===== src/rtl/tdl_pkg.sv =====
package tdl_pkg;

    localparam int NSLOT  = 4;
    localparam int DIG_W  = 4;
    localparam int NDIG   = 3;
    localparam int MODE_W = 3;
    localparam int DATA_W = 4;
    localparam int FREQ_W = NDIG * DIG_W + 1;

    localparam logic [MODE_W-1:0] MODE_FM = 3'b001;

    typedef logic [DIG_W-1:0] bcd_t;
    typedef logic [1:0]       slot_idx_t;

    localparam slot_idx_t LAST_SLOT = slot_idx_t'(NSLOT - 1);

    typedef enum logic [1:0] {
        PH_IDLE    = 2'd0,
        PH_WAIT    = 2'd1,
        PH_COLLECT = 2'd2
    } phase_e;

    typedef struct packed {
        logic              lead;
        bcd_t [NDIG-1:0]   dig;
    } freq_word_t;

    typedef struct packed {
        freq_word_t        freq;
        logic [MODE_W-1:0] mode;
    } tune_word_t;

    function automatic logic [NSLOT-1:0] slot_onehot(input slot_idx_t i);
        return NSLOT'(1) << i;
    endfunction

    function automatic slot_idx_t slot_after(input slot_idx_t i);
        return slot_idx_t'(i + 2'd1);
    endfunction

    function automatic logic is_fm(input logic [MODE_W-1:0] m);
        return m == MODE_FM;
    endfunction

endpackage


===== src/rtl/tdl_slot_gen.sv =====
module tdl_slot_gen
    import tdl_pkg::*;
#(
    parameter int SLOT_LEN = 4
) (
    input  logic             clk,
    input  logic             rst,
    output slot_idx_t        idx_o,
    output logic [NSLOT-1:0] strobe_o,
    output logic             sample_o,
    output logic             start_o
);
    localparam int CW = (SLOT_LEN > 1) ? $clog2(SLOT_LEN) : 1;
    localparam logic [CW-1:0] CNT_LAST = CW'(SLOT_LEN - 1);

    logic [CW-1:0] cnt_q;
    slot_idx_t     idx_q;

    always_ff @(posedge clk) begin
        if (rst) begin
            cnt_q <= '0;
            idx_q <= '0;
        end else if (cnt_q == CNT_LAST) begin
            cnt_q <= '0;
            idx_q <= slot_after(idx_q);
        end else begin
            cnt_q <= cnt_q + CW'(1);
        end
    end

    assign idx_o    = idx_q;
    assign strobe_o = slot_onehot(idx_q);
    assign sample_o = (cnt_q == CNT_LAST);
    assign start_o  = (cnt_q == '0) && (idx_q == '0);

    p_slot_onehot_r1: assert property (@(posedge clk) disable iff (rst)
        $countones(strobe_o) == 1);

    p_slot_hold_r1: assert property (@(posedge clk) disable iff (rst)
        !sample_o |=> $stable(strobe_o));

    p_slot_step_r1: assert property (@(posedge clk) disable iff (rst)
        sample_o |=> !$stable(strobe_o));

endmodule


===== src/rtl/tdl_load_edge.sv =====
module tdl_load_edge (
    input  logic clk,
    input  logic rst,
    input  logic ld_i,
    output logic fall_o
);
    logic ld_q;

    always_ff @(posedge clk) begin
        if (rst) ld_q <= 1'b0;
        else     ld_q <= ld_i;
    end

    assign fall_o = ld_q & ~ld_i;

    p_fall_needs_low_r10: assert property (@(posedge clk) disable iff (rst)
        ld_i |-> !fall_o);

endmodule


===== src/rtl/tdl_frame_ctrl.sv =====
module tdl_frame_ctrl
    import tdl_pkg::*;
(
    input  logic              clk,
    input  logic              rst,
    input  logic              fall_i,
    input  logic              start_i,
    input  logic              sample_i,
    input  slot_idx_t         idx_i,
    input  logic [DATA_W-1:0] data_i,
    output tune_word_t        word_o,
    output logic              valid_o
);
    phase_e          ph_q;
    bcd_t [NDIG-1:0] shadow_q;
    tune_word_t      word_q;
    logic            valid_q;
    logic            commit;

    assign commit = (ph_q == PH_COLLECT) && sample_i && (idx_i == LAST_SLOT) && !fall_i;

    for (genvar g = 0; g < NDIG; g++) begin : g_digit
        always_ff @(posedge clk) begin
            if (rst)
                shadow_q[g] <= '0;
            else if (sample_i && idx_i == slot_idx_t'(g))
                shadow_q[g] <= data_i;
        end
    end

    always_ff @(posedge clk) begin
        if (rst) begin
            ph_q    <= PH_IDLE;
            word_q  <= '0;
            valid_q <= 1'b0;
        end else begin
            valid_q <= commit;
            if (commit) begin
                word_q.freq.dig  <= shadow_q;
                word_q.freq.lead <= data_i[0];
                word_q.mode      <= data_i[DATA_W-1:1];
            end
            if (fall_i) begin
                ph_q <= PH_WAIT;
            end else begin
                unique case (ph_q)
                    PH_WAIT:    if (start_i) ph_q <= PH_COLLECT;
                    PH_COLLECT: if (commit)  ph_q <= PH_IDLE;
                    default:    ph_q <= PH_IDLE;
                endcase
            end
        end
    end

    assign word_o  = word_q;
    assign valid_o = valid_q;

    p_valid_pulse_r6: assert property (@(posedge clk) disable iff (rst)
        valid_q |=> !valid_q);

    p_valid_after_collect_r5: assert property (@(posedge clk) disable iff (rst)
        valid_q |-> $past(ph_q == PH_COLLECT));

    p_rearm_r8: assert property (@(posedge clk) disable iff (rst)
        fall_i |=> (ph_q == PH_WAIT) && !valid_q);

    p_idle_quiet_r7: assert property (@(posedge clk) disable iff (rst)
        (ph_q == PH_IDLE) |=> !valid_q);

endmodule


===== src/rtl/tuning_data_latch.sv =====
module tuning_data_latch
    import tdl_pkg::*;
#(
    parameter int SLOT_LEN = 4
) (
    input  logic              clk,
    input  logic              rst,
    input  logic              ld_i,
    input  logic [DATA_W-1:0] data_i,
    output logic [NSLOT-1:0]  slot_o,
    output logic [FREQ_W-1:0] freq_o,
    output logic [MODE_W-1:0] mode_o,
    output logic              fm_o,
    output logic              valid_o
);
    slot_idx_t  idx;
    logic       sample;
    logic       start;
    logic       fall;
    tune_word_t word;

    tdl_slot_gen #(.SLOT_LEN(SLOT_LEN)) slot_gen_i (
        .clk      (clk),
        .rst      (rst),
        .idx_o    (idx),
        .strobe_o (slot_o),
        .sample_o (sample),
        .start_o  (start)
    );

    tdl_load_edge load_edge_i (
        .clk    (clk),
        .rst    (rst),
        .ld_i   (ld_i),
        .fall_o (fall)
    );

    tdl_frame_ctrl frame_ctrl_i (
        .clk      (clk),
        .rst      (rst),
        .fall_i   (fall),
        .start_i  (start),
        .sample_i (sample),
        .idx_i    (idx),
        .data_i   (data_i),
        .word_o   (word),
        .valid_o  (valid_o)
    );

    assign freq_o = word.freq;
    assign mode_o = word.mode;
    assign fm_o   = is_fm(word.mode);

    p_hold_r7: assert property (@(posedge clk) disable iff (rst)
        !valid_o |-> $stable(freq_o) && $stable(mode_o));

    p_fm_flag_r4: assert property (@(posedge clk) disable iff (rst)
        fm_o == (mode_o == 3'b001));

endmodule


===== config.mk =====
export PLATFORM = sky130hd
export DESIGN_NAME = tuning_data_latch
export DESIGN_NICKNAME = d
export VERILOG_FILES = /design/src/rtl/tdl_pkg.sv /design/src/rtl/tdl_slot_gen.sv /design/src/rtl/tdl_load_edge.sv /design/src/rtl/tdl_frame_ctrl.sv /design/src/rtl/tuning_data_latch.sv
export SDC_FILE = /design/constraint.sdc
export NUM_CORES = 1
export LEC_CHECK = 0
export ABC_AREA = 1
export BUFFER_PORTS_ARGS = -buffer_cell sky130_fd_sc_hd__buf_2
export CORE_ASPECT_RATIO = 1.2
export CORE_MARGIN = 3
export CORE_UTILIZATION = 55
export CTS_BUF_LIST = sky130_fd_sc_hd__clkbuf_2
export DETAILED_ROUTE_END_ITERATION = 6
export PLACE_DENSITY = 0.89
export SYNTH_ARGS = -nofsm -noshare
export SYNTH_HDL_FRONTEND = slang
export SYNTH_SLANG_ARGS = --single-unit

===== constraint.sdc =====
create_clock -name clk -period 1.65 [get_ports clk]
set_input_delay 0.0825 -clock clk [delete_from_list [all_inputs] [get_ports clk]]
set_output_delay 0.0825 -clock clk [all_outputs]
set_load 0.05 [all_outputs]

==> impl_metrics.py, run 1 <==
metrics = {
    "status": {
        "status": "complete, no violations",
    },
    "sta": {
        "rsz0062_at_grt": "false",
        "tightestPinTransition_ns": 0.535,
        "hold_viol": 0,
        "hold-worst-slack_ns": 0.464,
        "setup_viol": 0,
        "fin_tns_setup_ns": 0,
        "fin_crit_ns": 1.50,
        "skew_ns": 0.0178,
        "finalMaxSlewViolations": 0,
        "clock.fmax_ghz": 0.668,
        "post-route-period-util_pct": 90.7,
        "slew_headroom_pct": 64.3,
    },
    "global_route": {
        "grtUsageTotal_pct": 18.3,
        "grt_max_degree": 34,
        "grt_pass1_vias": 1171,
        "grt_antenna_before_repair": 0,
        "grt_pass1_wl_mm": 4.60,
        "grt-ovfl-total": 0,
    },
    "logic_synthesis": {
        "ys_warn_count": 0,
        "synth.avg_cell_area_um2": 7.31,
        "synth.area.top_cells": "dfxtp_1 (49%), nor2_1 (15%), nand2_1 (10%), inv_1 (6.9%), ha_1 (5.1%)",
        "syn_inst": 200,
        "seq_area_frac_synth_pct": 49.3,
        "ys_seq_elements": 36,
        "netlist_area_um2": 1460,
        "synth_cell_types": 19,
        "syn_nets": 213,
        "synth_top_area_share_pct": 49.3,
        "synth_top_area_cell": "dfxtp_1",
    },
    "clock_network": {
        "clk_latency_ns": 0.37,
        "cts.path.max_buffers": 2,
        "cts_tree": "built",
        "cts.clk_slew.worst_paths_ns": 0.17,
        "cts.sinks": 36,
        "post_cts_resized": 0,
        "htreeDepth": 2,
        "cts_buffers": 5,
        "clockRootBuffer": "clkbuf_2",
    },
    "power": {
        "vdd_drop_max_mv": 0.825,
        "internal_power_mw": 1.05,
        "netSwitchingFraction_pct": 26.3,
        "power.combinational.fraction_pct": 10.1,
        "power_switching_mw": 0.372,
        "power_frac_seq_pct": 63.8,
        "p_leak_nw": 0.949,
        "power_per_cell_area_nw_per_um2": 824,
        "clockPowerShare_pct": 26.1,
    },
    "setup_path": {
        "startpoint_type": "flip-flop",
        "critPathMaxStageDelay_ns": 0.39,
        "reg2reg_from": "slot_gen_i.cnt_q[0]",
        "crit_path_end": "frame_ctrl_i.word_o[6]",
        "crit_cells": 7,
        "rrSetupSlack_ns": 0.15,
        "crit_start": "slot_gen_i.cnt_q[0]",
        "slowest_stage": "dfxtp_1",
        "cp_num_buf_inv": 1,
        "crit_type": "reg -> reg",
        "cp_cell_sequence": "ha_1, nand2_2, inv_2, nand3_4, nand2_1, nand2_1, nor2_1",
        "required_ns": 1.95,
        "path_delay_family": "simple AND/OR/NAND/NOR gates",
        "cp-end-kind": "flip-flop",
        "crit_fanout": 33,
        "reg2reg_depth": 7,
        "r2r_end": "frame_ctrl_i.word_o[6]",
        "cp_data_arrival_time_ns": 1.80,
        "crit_top_cell": "nand2_1",
    },
    "finish": {
        "finalNonFillerCells": 269,
        "nets": 251,
        "antenna_cells": 0,
        "layout-drive-gt1-share_pct": 17.6,
        "areaGrowthSynthToFinish_pct": 17.8,
    },
    "placement": {
        "place_hpwl_mm": 1.87,
        "gp_congestion": 0.764,
        "dp_cells": 255,
        "io_buffer_count": 28,
    },
    "detailed_routing": {
        "vias": 1245,
        "antenna_left": 0,
        "routed_wl_mm": 2.66,
        "dr.pass1.iters": 4,
        "drtIter0Drc": 17,
        "via_per_inst": 4.63,
        "post_drt_wl_per_cell_um": 9.88,
        "drc": 0,
    },
    "floorplanning": {
        "num_rows": 19,
        "die_w_um": 53.1,
        "dieArea_um2": 3310,
        "initial_core_util_pct": 60.9,
        "design.core.area_um2": 2400,
        "ios": 29,
        "die_h_um": 62.5,
    },
    "min_path": {
        "hold_depth": 3,
        "hp-class": "in -> reg",
    },
    "flow_run": {
        "cap_violations": 0,
    },
}
## cells in the final DEF, fill, tap and decap left out
cell	Yosys	routed
clkbuf_2	0	6
nand2_2	1	1
ha_1	6	6
clkinv_2	0	1
nor2_2	1	1
nor3_1	2	1
inv_1	27	27
nand3_1	1	1
nor3b_1	1	1
nor2_1	58	58
o21ai_0	14	14
dfxtp_1	36	36
inv_2	1	1
nor3_2	0	1
dlygate4sd3_1	0	7
nand3_4	1	1
a21oi_1	4	4
buf_4	1	2
nand4_1	1	1
buf_2	2	28
nand2_1	40	40
## worst reg2reg max path: cells and delay by family, from the launching register on
kind,cells,cell delay [ns]
simple gates,5,0.66
flops,1,0.39
fa+ha+maj,1,0.30
buf+inv,1,0.08
## cells in the mapped netlist (all sizes together)
library cell,instances
nor2,59
nand2,41
dfxtp,36
inv,28
o21ai,14
buf,6
ha,6
a21oi,4
nand3,2
nor3,2
nand4,1
nor3b,1
## power groups by stage
| stage | registers (mW) | logic (mW) | clock network, mW |
|---|---|---|---|
| after floorplan | 0.920 | 0.0971 | 0 |
| after global placement | 0.922 | 0.127 | 0 |
| after detailed placement | 0.923 | 0.130 | 0 |
| after CTS | 0.904 | 0.143 | 0.385 |
| after global routing | 0.907 | 0.162 | 0.418 |
| final | 0.904 | 0.144 | 0.370 |
## metal layers
layer | vias to the layer above | track usage [%] | routed length, um
li1 | 674 | - | -
met1 | 538 | 20.2 | 1200
met2 | 29 | 30.4 | 1260
met3 | 4 | 6.44 | 151
met4 | 0 | 8.31 | 44
met5 | - | 0 | 0
## sequential cells by signal, indices dropped and copies added, names as in the netlist
signal	count
load_edge_i.ld_q	1
frame_ctrl_i.ph_q	2
frame_ctrl_i.shadow_q	12
slot_gen_i.idx_o	2
slot_gen_i.cnt_q	2
frame_ctrl_i.word_o	16
frame_ctrl_i.valid_o	1
## per-stage QoR
| stage | area, um^2 | power (mW) | worst slack [ns] | utilization (%) |
|---|---|---|---|---|
| floorplan | 1470 | 1.02 | 0.138 | - |
| global route | 1720 | 1.49 | 0.00164 | 71.7 |
| global placement | 1620 | 1.05 | 0.269 | 67.3 |
| finish | 1720 | 1.42 | 0.153 | 71.7 |
| CTS | 1720 | 1.43 | 0.151 | 71.7 |
| detailed placement | 1620 | 1.05 | 0.198 | 67.3 |
## how the worst min path moves through the flow
stage	startpoint	end
2_1_floorplan	rst	frame_ctrl_i.ph_q[0]
3_3_place_gp	ld_i	load_edge_i.ld_q
3_5_place_dp	ld_i	load_edge_i.ld_q
4_1_cts	rst	frame_ctrl_i.ph_q[0]
5_1_grt	rst	frame_ctrl_i.ph_q[0]
6_report	rst	frame_ctrl_i.ph_q[0]
## logic make-up after synthesis
logic type / after synthesis / share of synthesized area (%)
and+or+nand+nor: 106 / 29.2
DFF: 36 / 49.3
buffers and inverters: 34 / 10.2
AOI/OAI and AO/OA: 18 / 6.16
adders and majority gates: 6 / 5.14
## cell type report
class	count	area [um^2]
flip-flops and latches	36	721
repair buffers	37	225
inverters	28	105
clock buffers	6	30.0
clock inverters	1	5.00
well taps	31	38.8
multi-input cells	130	597
fillers	202	679
## repair_timing
item,CTS,global route
setup buffers,0,0
hold buffers,7,0
endpoints found under the hold margin,14,0
(Power assumes the default switching activity.)
==> run 2, diff against run 1 <==
Settings changed: CORE_UTILIZATION 55 to 50, PLACE_DENSITY 0.89 to 0.82.
Clock period 1.65 ns to 1.8 ns, I/O delays scaled along.
==> impl_metrics.py, run 2 (synthesis results as in run 1) <==
metrics = {
    "power": {
        "vdd_drop_max_mv": 0.501,
        "internal_power_mw": 0.966,
        "power_switching_mw": 0.335,
        "total_power_mw": 1.30,
        "power_per_cell_area_nw_per_um2": 761,
        "clockPowerShare_pct": 26.6,
        "power.combinational.fraction_pct": 9.7,
        "netSwitchingFraction_pct": 25.7,
        "p_leak_nw": 0.940,
        "power_frac_seq_pct": 63.7,
    },
    "sta": {
        "hold_viol": 0,
        "hold-worst-slack_ns": 0.467,
        "fin_tns_setup_ns": 0,
        "post-route-period-util_pct": 82.2,
        "tightestPinTransition_ns": 0.344,
        "skew_ns": 0.0119,
        "fin_crit_ns": 1.48,
        "rsz0062_at_grt": "false",
        "slew_headroom_pct": 77.1,
        "setup_viol": 0,
        "finalMaxSlewViolations": 0,
        "clock.fmax_ghz": 0.676,
    },
    "placement": {
        "dp_cells": 256,
        "place_hpwl_mm": 1.81,
        "io_buffer_count": 28,
        "place_area_um2": 1610,
        "gp_congestion": 0.765,
    },
    "clock_network": {
        "clockRootBuffer": "clkbuf_2",
        "clk_latency_ns": 0.37,
        "htreeDepth": 2,
        "cts.clk_slew.worst_paths_ns": 0.16,
        "cts_buffers": 5,
        "post_cts_resized": 0,
        "cts.sinks": 36,
        "cts.path.max_buffers": 2,
        "cts_tree": "built",
        "cts_setup_buffers": 0,
    },
    "detailed_routing": {
        "drtIter0Drc": 18,
        "routed_wl_mm": 2.58,
        "drc": 0,
        "dr.pass1.iters": 4,
        "post_drt_wl_per_cell_um": 9.56,
        "antenna_left": 0,
        "vias": 1239,
        "via_per_inst": 4.59,
    },
    "global_route": {
        "grtUsageTotal_pct": 16.4,
        "grt_antenna_before_repair": 0,
        "grt_max_degree": 34,
        "grt_pass1_vias": 1126,
        "grt-ovfl-total": 0,
        "grt_pass1_wl_mm": 4.57,
    },
    "floorplanning": {
        "dieArea_um2": 3610,
        "die_w_um": 55.4,
        "initial_core_util_pct": 55.1,
        "design.core.area_um2": 2650,
        "num_rows": 20,
        "ios": 29,
        "die_h_um": 65.2,
    },
    "setup_path": {
        "reg2reg_from": "slot_gen_i.cnt_q[0]",
        "cp-end-kind": "flip-flop",
        "crit_type": "reg -> reg",
        "cp_data_arrival_time_ns": 1.75,
        "required_ns": 2.07,
        "reg2reg_depth": 6,
        "crit_fanout": 33,
        "startpoint_type": "flip-flop",
        "crit_start": "slot_gen_i.cnt_q[0]",
    },
    "min_path": {
        "hold_start": "slot_gen_i.cnt_q[0]",
        "hp-class": "reg -> reg",
        "hold_depth": 1,
    },
    "finish": {
        "final_common_cell": "nor2_1",
        "layout-drive-gt1-share_pct": 17.3,
        "design_area_um2": 1710,
        "final_cell_mix": "nor2_1 (58), nand2_1 (40), dfxtp_1 (36)",
        "antenna_cells": 0,
        "largest_reg_flops": 16,
        "finalNonFillerCells": 270,
        "areaGrowthSynthToFinish_pct": 17.0,
        "nets": 249,
    },
    "status": {
        "status": "complete, no violations",
    },
    "flow_run": {
        "cap_violations": 0,
    },
}
## run 2: repair_timing
| action | in CTS | in global routing |
|---|---|---|
| setup endpoints to repair | 0 | 0 |
| hold buffers | 6 | 0 |
| endpoints found under the hold margin | 11 | 0 |
## run 2: power groups by stage
stage          Clock [mW]  Sequential [mW]  Combinational [mW]
6_report            0.347            0.829               0.126
3_5_place_dp            0            0.846               0.116
3_3_place_gp            0            0.845               0.115
4_1_cts             0.361            0.829               0.127
5_1_grt             0.409            0.832               0.142
2_1_floorplan           0            0.843              0.0890
## run 2: worst paths after layout
| kind | endpoint | slack, ns |
|---|---|---|
| min reg2reg | slot_gen_i.cnt_q[0] | 0.47 |
| min | slot_gen_i.cnt_q[0] | 0.47 |
| max reg2reg | frame_ctrl_i.word_o[15] | 0.32 |
| max | frame_ctrl_i.word_o[15] | 0.32 |
## run 2: area by class of cell
cell class	instances	area (um^2)
Inverter	28	105
Clock inverter	1	3.75
Multi-Input combinational cell	130	597
Timing Repair Buffer	35	208
Clock buffer	7	35.0
Tap cell	33	41.3
Sequential cell	36	721
Fill cell	261	942
## run 2: stage by stage
step                utilization, %  setup WS [ns]
floorplan                        -          0.288
global placement              60.8          0.421
detailed placement            60.8          0.346
CTS                           64.5          0.302
global route                  64.5          0.102
finish                        64.5          0.320
## run 2: per-layer routing
metal  vias up  part of all wire [%]  GRT usage (%)
met5         -                     0              0
met3         5                   5.0           6.68
met1       542                    45           16.1
met4         0                   2.1           9.73
li1        666                     -              -
met2        26                    48           29.0
## run 2: worst max-delay path, stage by stage (launching register included)
cell and delay, ns:
dfxtp_1 0.39, ha_1 0.30, nand2_2 0.08, inv_2 0.08, nand3_4 0.28, nor2_1 0.19, nor2_1 0.07
